$ cat src/rtl/pps_pkg.sv
package pps_pkg;
  // Layout of the configuration word. The bench and the requirements rely on it.
  localparam int CFG_W    = 32;
  localparam int SEL_HI   = 31;
  localparam int SEL_LO   = 30;
  localparam int SEL_W    = SEL_HI - SEL_LO + 1;
  localparam int PUD_HI   = 28;
  localparam int PUD_LO   = 16;
  localparam int BLD_HI   = 12;
  localparam int BLD_LO   = 0;
  localparam int DLY_W    = PUD_HI - PUD_LO + 1;
  localparam int STEP_HZ  = 10_000;   // one step = 100 us

  typedef enum logic [1:0] {
    ST_OFF     = 2'd0,
    ST_PU_WAIT = 2'd1,
    ST_BL_WAIT = 2'd2,
    ST_ON      = 2'd3
  } seq_state_t;
endpackage

$ cat src/rtl/pps_step_gen.sv
module pps_step_gen #(
  parameter int CLK_HZ  = 50_000_000,
  parameter int STEP_HZ = 10_000
) (
  input  logic clk,
  input  logic rst,
  output logic step
);
  localparam int DIV = CLK_HZ / STEP_HZ;
  localparam int CW  = (DIV > 2) ? $clog2(DIV) : 1;

  logic [CW-1:0] div_q;

  initial begin
    if (DIV < 2) $error("pps_step_gen: CLK_HZ must be at least twice STEP_HZ");
  end

  always_ff @(posedge clk) begin
    if (rst) begin
      div_q <= '0;
      step  <= 1'b0;
    end else if (div_q == CW'(DIV - 1)) begin
      div_q <= '0;
      step  <= 1'b1;
    end else begin
      div_q <= div_q + 1'b1;
      step  <= 1'b0;
    end
  end

  // The step is a single-cycle pulse
  assert_step_single_R5: assert property (@(posedge clk) disable iff (rst)
    step |=> !step);
endmodule

$ cat src/rtl/pps_port_check.sv
module pps_port_check #(
  parameter int NUM_PORTS = 2,
  parameter int SEL_W     = 2
) (
  input  logic [SEL_W-1:0]     sel,
  input  logic [NUM_PORTS-1:0] port_en,
  input  logic [NUM_PORTS-1:0] port_on_pipe,
  output logic                 ok
);
  logic [NUM_PORTS-1:0] hit;

  // Code k+1 selects port index k; code 0 and codes above NUM_PORTS are reserved.
  for (genvar gi = 0; gi < NUM_PORTS; gi++) begin : g_port
    assign hit[gi] = (sel == SEL_W'(gi + 1)) & port_en[gi] & port_on_pipe[gi];
  end

  assign ok = |hit;
endmodule

$ cat src/rtl/pps_delay_ctr.sv
module pps_delay_ctr #(
  parameter int W = 13
) (
  input  logic         clk,
  input  logic         rst,
  input  logic         load,
  input  logic [W-1:0] load_val,
  input  logic         step,
  output logic         zero
);
  logic [W-1:0] cnt_q;

  always_ff @(posedge clk) begin
    if (rst)                     cnt_q <= '0;
    else if (load)               cnt_q <= load_val;
    else if (step && cnt_q != 0) cnt_q <= cnt_q - 1'b1;
  end

  assign zero = (cnt_q == '0);

  // Only a load or a step may move the count
  assert_hold_R9: assert property (@(posedge clk) disable iff (rst)
    (!load && !step) |=> $stable(cnt_q));
  // A count at zero never wraps
  assert_no_wrap_R5: assert property (@(posedge clk) disable iff (rst)
    (!load && zero) |=> zero);
endmodule

$ cat src/rtl/panel_pwr_seq.sv
module panel_pwr_seq
  import pps_pkg::*;
#(
  parameter int CLK_HZ    = 50_000_000,
  parameter int NUM_PORTS = 2
) (
  input  logic                 clk,
  input  logic                 rst,
  input  logic [CFG_W-1:0]     cfg_word,
  input  logic                 pwr_req,
  input  logic [NUM_PORTS-1:0] port_en,
  input  logic [NUM_PORTS-1:0] port_on_pipe,
  output logic                 panel_pwr_en,
  output logic                 panel_ready,
  output logic                 bklt_en,
  output logic                 seq_busy,
  output logic [1:0]           seq_state
);
  seq_state_t       state_q, state_d;
  logic [SEL_W-1:0] sel_live, sel_q;
  logic [DLY_W-1:0] pud_live, bld_live, bld_q;
  logic [DLY_W-1:0] load_val;
  logic             ok_live, ok_lat, step, zero, load, start, abort;
  logic             rsv_any;

  assign sel_live = cfg_word[SEL_HI:SEL_LO];
  assign pud_live = cfg_word[PUD_HI:PUD_LO];
  assign bld_live = cfg_word[BLD_HI:BLD_LO];
  assign rsv_any  = |{cfg_word[29], cfg_word[15:13]};

  pps_step_gen #(.CLK_HZ(CLK_HZ), .STEP_HZ(STEP_HZ)) u_step (
    .clk(clk), .rst(rst), .step(step)
  );

  pps_port_check #(.NUM_PORTS(NUM_PORTS), .SEL_W(SEL_W)) u_live_chk (
    .sel(sel_live), .port_en(port_en), .port_on_pipe(port_on_pipe), .ok(ok_live)
  );

  pps_port_check #(.NUM_PORTS(NUM_PORTS), .SEL_W(SEL_W)) u_lat_chk (
    .sel(sel_q), .port_en(port_en), .port_on_pipe(port_on_pipe), .ok(ok_lat)
  );

  pps_delay_ctr #(.W(DLY_W)) u_ctr (
    .clk(clk), .rst(rst), .load(load), .load_val(load_val), .step(step), .zero(zero)
  );

  assign abort = !pwr_req || !ok_lat;

  always_comb begin
    state_d  = state_q;
    load     = 1'b0;
    load_val = pud_live;
    start    = 1'b0;
    unique case (state_q)
      ST_OFF: begin
        if (pwr_req && ok_live) begin
          state_d = ST_PU_WAIT;
          load    = 1'b1;
          start   = 1'b1;
        end
      end
      ST_PU_WAIT: begin
        if (abort) state_d = ST_OFF;
        else if (step && zero) begin
          state_d  = ST_BL_WAIT;
          load     = 1'b1;
          load_val = bld_q;
        end
      end
      ST_BL_WAIT: begin
        if (abort)             state_d = ST_OFF;
        else if (step && zero) state_d = ST_ON;
      end
      ST_ON: begin
        if (abort) state_d = ST_OFF;
      end
      default: state_d = ST_OFF;
    endcase
  end

  always_ff @(posedge clk) begin
    if (rst) begin
      state_q      <= ST_OFF;
      sel_q        <= '0;
      bld_q        <= '0;
      panel_pwr_en <= 1'b0;
      panel_ready  <= 1'b0;
      bklt_en      <= 1'b0;
      seq_busy     <= 1'b0;
      seq_state    <= 2'd0;
    end else begin
      state_q <= state_d;
      if (start) begin
        sel_q <= sel_live;
        bld_q <= bld_live;
      end
      panel_pwr_en <= (state_d != ST_OFF);
      panel_ready  <= (state_d == ST_BL_WAIT) || (state_d == ST_ON);
      bklt_en      <= (state_d == ST_ON);
      seq_busy     <= (state_d == ST_PU_WAIT) || (state_d == ST_BL_WAIT);
      seq_state    <= state_d;
    end
  end

  // Reserved selector codes never start a sequence
  assert_rsv_sel_R2: assert property (@(posedge clk) disable iff (rst)
    (state_q == ST_OFF && (sel_live == 2'b00 || sel_live == 2'b11)) |=> state_q == ST_OFF);
  // An invalid port keeps the block off
  assert_bad_port_R3: assert property (@(posedge clk) disable iff (rst)
    (state_q == ST_OFF && !ok_live) |=> !panel_pwr_en);
  // A valid request starts the sequence
  assert_start_R4: assert property (@(posedge clk) disable iff (rst)
    (state_q == ST_OFF && pwr_req && ok_live) |=> (panel_pwr_en && seq_busy));
  // Request drop aborts from any active state
  assert_abort_R7: assert property (@(posedge clk) disable iff (rst)
    (state_q != ST_OFF && !pwr_req) |=> (!panel_pwr_en && !bklt_en));
  // Loss of the captured port aborts
  assert_port_loss_R8: assert property (@(posedge clk) disable iff (rst)
    (state_q != ST_OFF && !ok_lat) |=> state_q == ST_OFF);
  // The captured selector holds during a sequence
  assert_sel_hold_R9: assert property (@(posedge clk) disable iff (rst)
    (state_q != ST_OFF) |=> $stable(sel_q));
  // Reserved bits do not block a start
  assert_rsv_ignored_R10: assert property (@(posedge clk) disable iff (rst)
    (state_q == ST_OFF && pwr_req && ok_live && rsv_any) |=> state_q == ST_PU_WAIT);
  // Backlight requires the earlier stages
  assert_order_R11: assert property (@(posedge clk) disable iff (rst)
    bklt_en |-> (panel_ready && panel_pwr_en));
  // The on state only leaves for off
  assert_on_exit_R11: assert property (@(posedge clk) disable iff (rst)
    (state_q == ST_ON) |=> (state_q == ST_ON || state_q == ST_OFF));
endmodule

$ cat config.mk
export PLATFORM = sky130hd
export DESIGN_NAME = panel_pwr_seq
export DESIGN_NICKNAME = d
export VERILOG_FILES = /design/src/rtl/pps_pkg.sv /design/src/rtl/pps_step_gen.sv /design/src/rtl/pps_port_check.sv /design/src/rtl/pps_delay_ctr.sv /design/src/rtl/panel_pwr_seq.sv
export SDC_FILE = /design/constraint.sdc
export NUM_CORES = 1
export LEC_CHECK = 0
export BUFFER_PORTS_ARGS = -buffer_cell sky130_fd_sc_hd__clkbuf_2
export CAP_MARGIN = 20
export CELL_PAD_IN_SITES_DETAIL_PLACEMENT = 1
export CELL_PAD_IN_SITES_GLOBAL_PLACEMENT = 1
export CORE_ASPECT_RATIO = 0.7
export CORE_MARGIN = 8
export CORE_UTILIZATION = 41
export DETAILED_ROUTE_END_ITERATION = 7
export PLACE_DENSITY_LB_ADDON = 0.3
export REMOVE_ABC_BUFFERS = 1
export SKIP_CTS_REPAIR_TIMING = 1
export SLEW_MARGIN = 20
export SYNTH_ARGS = -nofsm -noshare
export SYNTH_HDL_FRONTEND = slang
export SYNTH_SLANG_ARGS = --single-unit
$ cat constraint.sdc
create_clock -name clk -period 2.55 [get_ports clk]
set_input_delay 0.6375 -clock clk [delete_from_list [all_inputs] [get_ports clk]]
set_output_delay 0.6375 -clock clk [all_outputs]
set_load 0.01 [all_outputs]
# ---- Word level (Yosys, flattened, before mapping)
# Cells that the tools add are included.
dict set report word_totals {
  regBits 48
  latchBits 0
  ramBits 0
  romBits 0
  in_bits 39
  out_inout_bits 6
  wordCells 65
  memories 0
}
dict set report op_classes {
  add_sub_neg 2
  n_mul 0
  n_div 0
  magnitude_cmp 0
  n_eq_ne 11
  shift 0
  mux 18
  bitwise_logic 8
  reduce_logical 16
}
# operator count
set op_table {}
lappend op_table {{$mux 13} 5}
lappend op_table {{$add 13x1->13 const B} 1}
lappend op_table {{$eq 13x13->1 const B} 1}
lappend op_table {{$logic_not 13->1} 1}
lappend op_table {{$reduce_bool 13->1} 1}
lappend op_table {{$sub 13x1->13 const B} 1}
lappend op_table {{$eq 2x2->1 const B} 6}
lappend op_table {{$mux 2} 6}
lappend op_table {{$and 1x1->1} 8}
lappend op_table {{$eq 2x1->1 const B} 4}
lappend op_table {{$pmux 2 s4} 1}
lappend op_table {{$reduce_or 2->1} 3}
lappend op_table {{$mux 1} 5}
lappend op_table {{$reduce_bool 2->1} 2}
lappend op_table {{$logic_and 1x1->1} 3}
lappend op_table {{$logic_or 1x1->1} 3}
lappend op_table {{$logic_not 1->1} 2}
lappend op_table {{$logic_not 2->1} 1}
lappend op_table {{$pmux 1 s2} 1}

# ---- Logic depth before layout (Yosys ltp)
dict set report depth {
  ltp_word 10
  depth_mapped 10
  ltp_nobuf 10
}

# ---- Cells and area by module
# From an unflattened synthesis, not the netlist that was laid out.
dict set report unflattened {
  cells_unflattened 282
  hier_area_um2 2479.9
}
# mod n_inst cells_per_inst area_per_inst_um2 seq_area_each_um2
set by_module_without_submodules {}
lappend by_module_without_submodules {panel_pwr_seq 1 110 1019.7 420.4}
lappend by_module_without_submodules {pps_delay_ctr 1 100 833.3 260.2}
lappend by_module_without_submodules {pps_step_gen 1 66 589.3 280.3}
lappend by_module_without_submodules {pps_port_check 2 3 18.8 0.0}

# ---- Least setup slack after synthesis
# Ideal clock, no wire load.
dict set report synth_timing {
  path_kind {input port to flip-flop}
  startpoint {input pwr_req}
  endpoint {register panel_ready}
  setup_time_ns 0.128
  arrival_time_ns 2.117
  required_ns 2.422
  path_slack_ns 0.306
  cell_stages 7
  path_buffers 1
  cell_sequence {or3b_2 a21oi_1 clkbuf_1 a21oi_1 ha_1 nor2_1 nor2_1}
}
dict set report synth_via {
  elab_chain_cells 6
  word_cells_on_any_way 11
  cone_classes {eq/ne: 2; mux: 5; reduce/logical: 4}
}
# item line
set synth_lines {}
lappend synth_lines {{from (decl)} panel_pwr_seq.sv:10} ;# input logic pwr_req,
lappend synth_lines {{$logic_not 1->1} panel_pwr_seq.sv:47} ;# assign abort = !pwr_req || !ok_lat;
lappend synth_lines {{$logic_or 1x1->1} panel_pwr_seq.sv:47}
lappend synth_lines {{$mux 2, on equally long branches} {panel_pwr_seq.sv:75, panel_pwr_seq.sv:63, panel_pwr_seq.sv:71}}
lappend synth_lines {{$pmux 2 s4 *} panel_pwr_seq.sv:54} ;# unique case (state_q)
lappend synth_lines {{$eq 2x2->1} panel_pwr_seq.sv:98} ;# panel_ready <= (state_d == ST_BL_WAIT) || (state_d == ST_ON);
lappend synth_lines {{$logic_or 1x1->1 *} panel_pwr_seq.sv:98}
lappend synth_lines {{to (signal assigned)} panel_pwr_seq.sv:98}
lappend synth_lines {{to (decl)} panel_pwr_seq.sv:14} ;# output logic panel_ready,
# Mark *: on every way between the ends. The rest lies on a longest branch, timed or not.
# A chain may end at the register's enable or synchronous reset.

# ---- Worst setup path in the final report
dict set report layout_timing {
  startpoint {register u_ctr.cnt_q[0]}
  endpoint {register seq_busy}
}
dict set report layout_via {
  elab_chain_cells 7
  word_cells_on_any_way 10
  cone_classes {eq/ne: 2; mux: 5; reduce/logical: 3}
}
# item line
set layout_lines {}
lappend layout_lines {{from (decl)} pps_delay_ctr.sv:11} ;# logic [W-1:0] cnt_q;
lappend layout_lines {{from (signal assigned)} pps_delay_ctr.sv:15} ;# else if (load) cnt_q <= load_val;
lappend layout_lines {{from (signal assigned)} pps_delay_ctr.sv:16} ;# else if (step && cnt_q != 0) cnt_q <= cnt_q - 1'b1;
lappend layout_lines {{$logic_not 13->1 *} pps_delay_ctr.sv:19} ;# assign zero = (cnt_q == '0);
lappend layout_lines {{$logic_and 1x1->1 *} {panel_pwr_seq.sv:64, panel_pwr_seq.sv:72}}
lappend layout_lines {{$mux 2, on equally long branches} {panel_pwr_seq.sv:72, panel_pwr_seq.sv:64}}
lappend layout_lines {{$mux 2, on equally long branches} {panel_pwr_seq.sv:71, panel_pwr_seq.sv:63}}
lappend layout_lines {{$pmux 2 s4 *} panel_pwr_seq.sv:54}
lappend layout_lines {{named net state_d[1]} panel_pwr_seq.sv:19} ;# seq_state_t state_q, state_d;
lappend layout_lines {{$eq 2x1->1 / $eq 2x2->1 (equally long branches)} panel_pwr_seq.sv:100} ;# seq_busy <= (state_d == ST_PU_WAIT) || (state_d == ST_BL_WAIT);
lappend layout_lines {{$logic_or 1x1->1 *} panel_pwr_seq.sv:100}
lappend layout_lines {{to (signal assigned)} panel_pwr_seq.sv:100}
lappend layout_lines {{to (decl)} panel_pwr_seq.sv:16} ;# output logic seq_busy,
# Mark *: on every way through the listed nets, which the timed path passes. The rest lies on a longest branch.

==> metrics.txt <==
first-pass GRT wire length=11.39 mm; share of Yosys cell area claimed by the top area cell type=between 40% and 50%; crit path DAT=approximately 2600 ps; highest clock rate=between 400 and 500 MHz; per-cell routed wire length=around 16 µm; top cell type by total area after synthesis=dfxtp_1; largest net degree at the start of global routing=25; # setup viols final=0; fraction of registers with async set/reset=0%; CP peak stage delay=about 530 ps; Syn Inst Count=285; Seq cells post-synth=48; DP HPWL=4.912 mm; vias=2175; Critical Path Source Type=register; post-layout minimum cycle time=around 2400 ps; register area share after synthesis=approximately 40%; Hold Path Class=register to register; synth warn=0; Final Instance Area=2850 µm²; FF+latch area=a little under 1000 µm²; top_reg_cell synth=dfxtp_1; Post-Syn Area per Cell=between 8 and 9 µm²; Via density=approximately 5.4; hold depth=2; Lkg Pwr=around 1.1 nW; slowest CP cell=or4b_4; cell count along the critical path=9; Max-Cap Viols=0; I/O pin total=45; DRC Markers=0; clock skew=just under 9 ps; cell family with most CP delay=simple AND/OR/NAND/NOR gates; number of diodes=0; IO Port Bufs=40; actual slew at the worst max-slew pin=between 500 and 600 ps; R2R depth=9; flop2flop setup slack=just under 200 ps; worst skew pair latency=between 300 and 400 ps; Synth area leaders=dfxtp_1, nand2_1, nor2_1; Final Util=about half; Tcrit/Tclk final=around 92%; die width=107.3 µm; Iteration-0 DRC Markers=106; Worst Setup Path Type=register to register; Slew Limit Fails=0; slew margin rel.=a little under two thirds; Starting Density=between 40% and 50%; gpl congestion=0.8087; Rows=23; clock slew at reported path FFs=around 100 ps; Worst Path Required=2790 ps; post-route antenna net violation count=0; placeable core area=5669 µm²; initial antenna violation count=0; layout cell share with drive strength beyond 1=between 20% and 30%; CTS sink cnt=48; Die ar.=8574 µm²; TritonCTS clock tree=done; overall routing resource usage=around 16%; commonest cells in the netlist=dfxtp_1, nand2_1, nor2_1, a21oi_1, clkbuf_1; multi-input logic area=roughly 1400 µm²; first drt pass iteration count=4; total gr overflow=0; unrepaired setup endpoints after global routing=false; number of buffers created by CTS=5; CP cell instances=inv_1 -> ha_1 -> or4b_4 -> nor4_4 -> a31oi_1 -> nand2b_1 -> inv_1 -> ha_1 -> nor2_1; vias in the first global route=around 2.3k; Fillers=714; status=complete, no violations; nets=roughly 370; Clock Path Buffers=2; crit path buf inv count=2; PD cells=between 500 and 600 nW/µm²; placed cell areas=roughly 2700 µm²; area growth from synthesis to layout=19.14%; Post-synth EDFFs=0; H-tree levels=2; crit end category=register; Post-Route WL=6.664 mm; die height=between 70 and 80 µm; most common cell in the netlist=dfxtp_1; root buffer cell=clkbuf_8; final hold vios=0; Synth Cell Area=2392 µm²; VDD IR-drop max=approximately 0.00031 V; worst-path maximum fanout=5; Unique masters post-synth=between 50 and 60
[tightest hold or removal path: stages, from the launching register on]
cell and delay (ps):
dfxtp_1 320, nand2_1 50, a21oi_1 50
[power breakdown]
group | internal, mW | total [mW] | switching, mW
Clock | 0.296 | 0.572 | 0.277
Sequential | 0.767 | 0.784 | 0.0168
Combinational | 0.0951 | 0.206 | 0.111
[area by class of cell]
| cell class | instances | area share (%) |
|---|---|---|
| multi-input combinational | 215 | 47.54 |
| sequential | 48 | 33.71 |
| timing repair buffer | 52 | 10.62 |
| tap | 75 | 3.292 |
| clock buffer | 5 | 2.414 |
| clock inverter | 3 | 1.624 |
| inverter | 6 | 0.7902 |
[cell usage in the layout (no fill, tap or decap), types with 4 or more instances in the layout]
master / instances
a21oi_1: 21
nor3_1: 5
a211oi_1: 8
clkbuf_2: 40
xnor2_1: 9
ha_1: 6
buf_4: 11
mux2i_1: 5
xor2_1: 8
nand4_1: 5
clkbuf_8: 5
a31oi_1: 5
inv_1: 6
dfxtp_1: 48
nor2_1: 36
nand2_1: 41
nor4_1: 4
o21ai_0: 4
nand3_1: 5
[cell families (layout without fill, tap and decap cells)]
kind of cell             Yosys count  count (layout)  synth area share [%]
AND/OR/NAND/NOR                  126             126                 26.46
AO/OA/AOI/OAI                     60              60                 17.31
flip-flops                        48              48                 40.17
buffers and inverters             22              66                 4.132
XOR/XNOR                          17              17                 6.224
adder cells (fa/ha/maj)            6               6                 3.138
multiplexers                       6               6                 2.563
[worst paths after layout]
kind	startpoint	endpoint
max	u_ctr.cnt_q[0]$_SDFFE_PP0P_	seq_busy$_SDFF_PP0_
min	bld_q[2]$_SDFFE_PP0P_	bld_q[2]$_SDFFE_PP0P_
max reg2reg	u_ctr.cnt_q[0]$_SDFFE_PP0P_	seq_busy$_SDFF_PP0_
min reg2reg	bld_q[2]$_SDFFE_PP0P_	bld_q[2]$_SDFFE_PP0P_
[metal layers]
metal,part of all wire [%],up-vias,track usage (%)
met1,52,1039,21.95
met4,0.87,0,4.196
li1,-,1093,-
met3,4.3,7,4.113
met5,0,-,0
met2,43,36,25.77
[flip-flops by register name (all words and copies together) (netlist names)]
signal,cells
panel_pwr_en,1
sel_q,2
bklt_en,1
panel_ready,1
bld_q,13
u_step.div_q,13
u_ctr.cnt_q,13
u_step.step,1
seq_busy,1
state_q,2
[stage by stage]
| stage | cells | setup slack (ps) | hold slack [ps] | TNS (ps) | total power, mW |
|---|---|---|---|---|---|
| 2_1_floorplan | 269 | -129.1 | 417.6 | -333.5 | 0.9093 |
| 3_3_place_gp | 396 | 193.6 | 434.6 | 0 | 0.9866 |
| 3_5_place_dp | 396 | 122.9 | 446.1 | 0 | 0.9946 |
| 4_1_cts | 404 | -8.727 | 460.9 | -8.727 | 1.559 |
| 5_1_grt | 404 | 41.02 | 477.8 | 0 | 1.631 |
| 6_report | 404 | 194.5 | 461.0 | 0 | 1.562 |
Note: power is estimated with default switching activity, not from simulation.
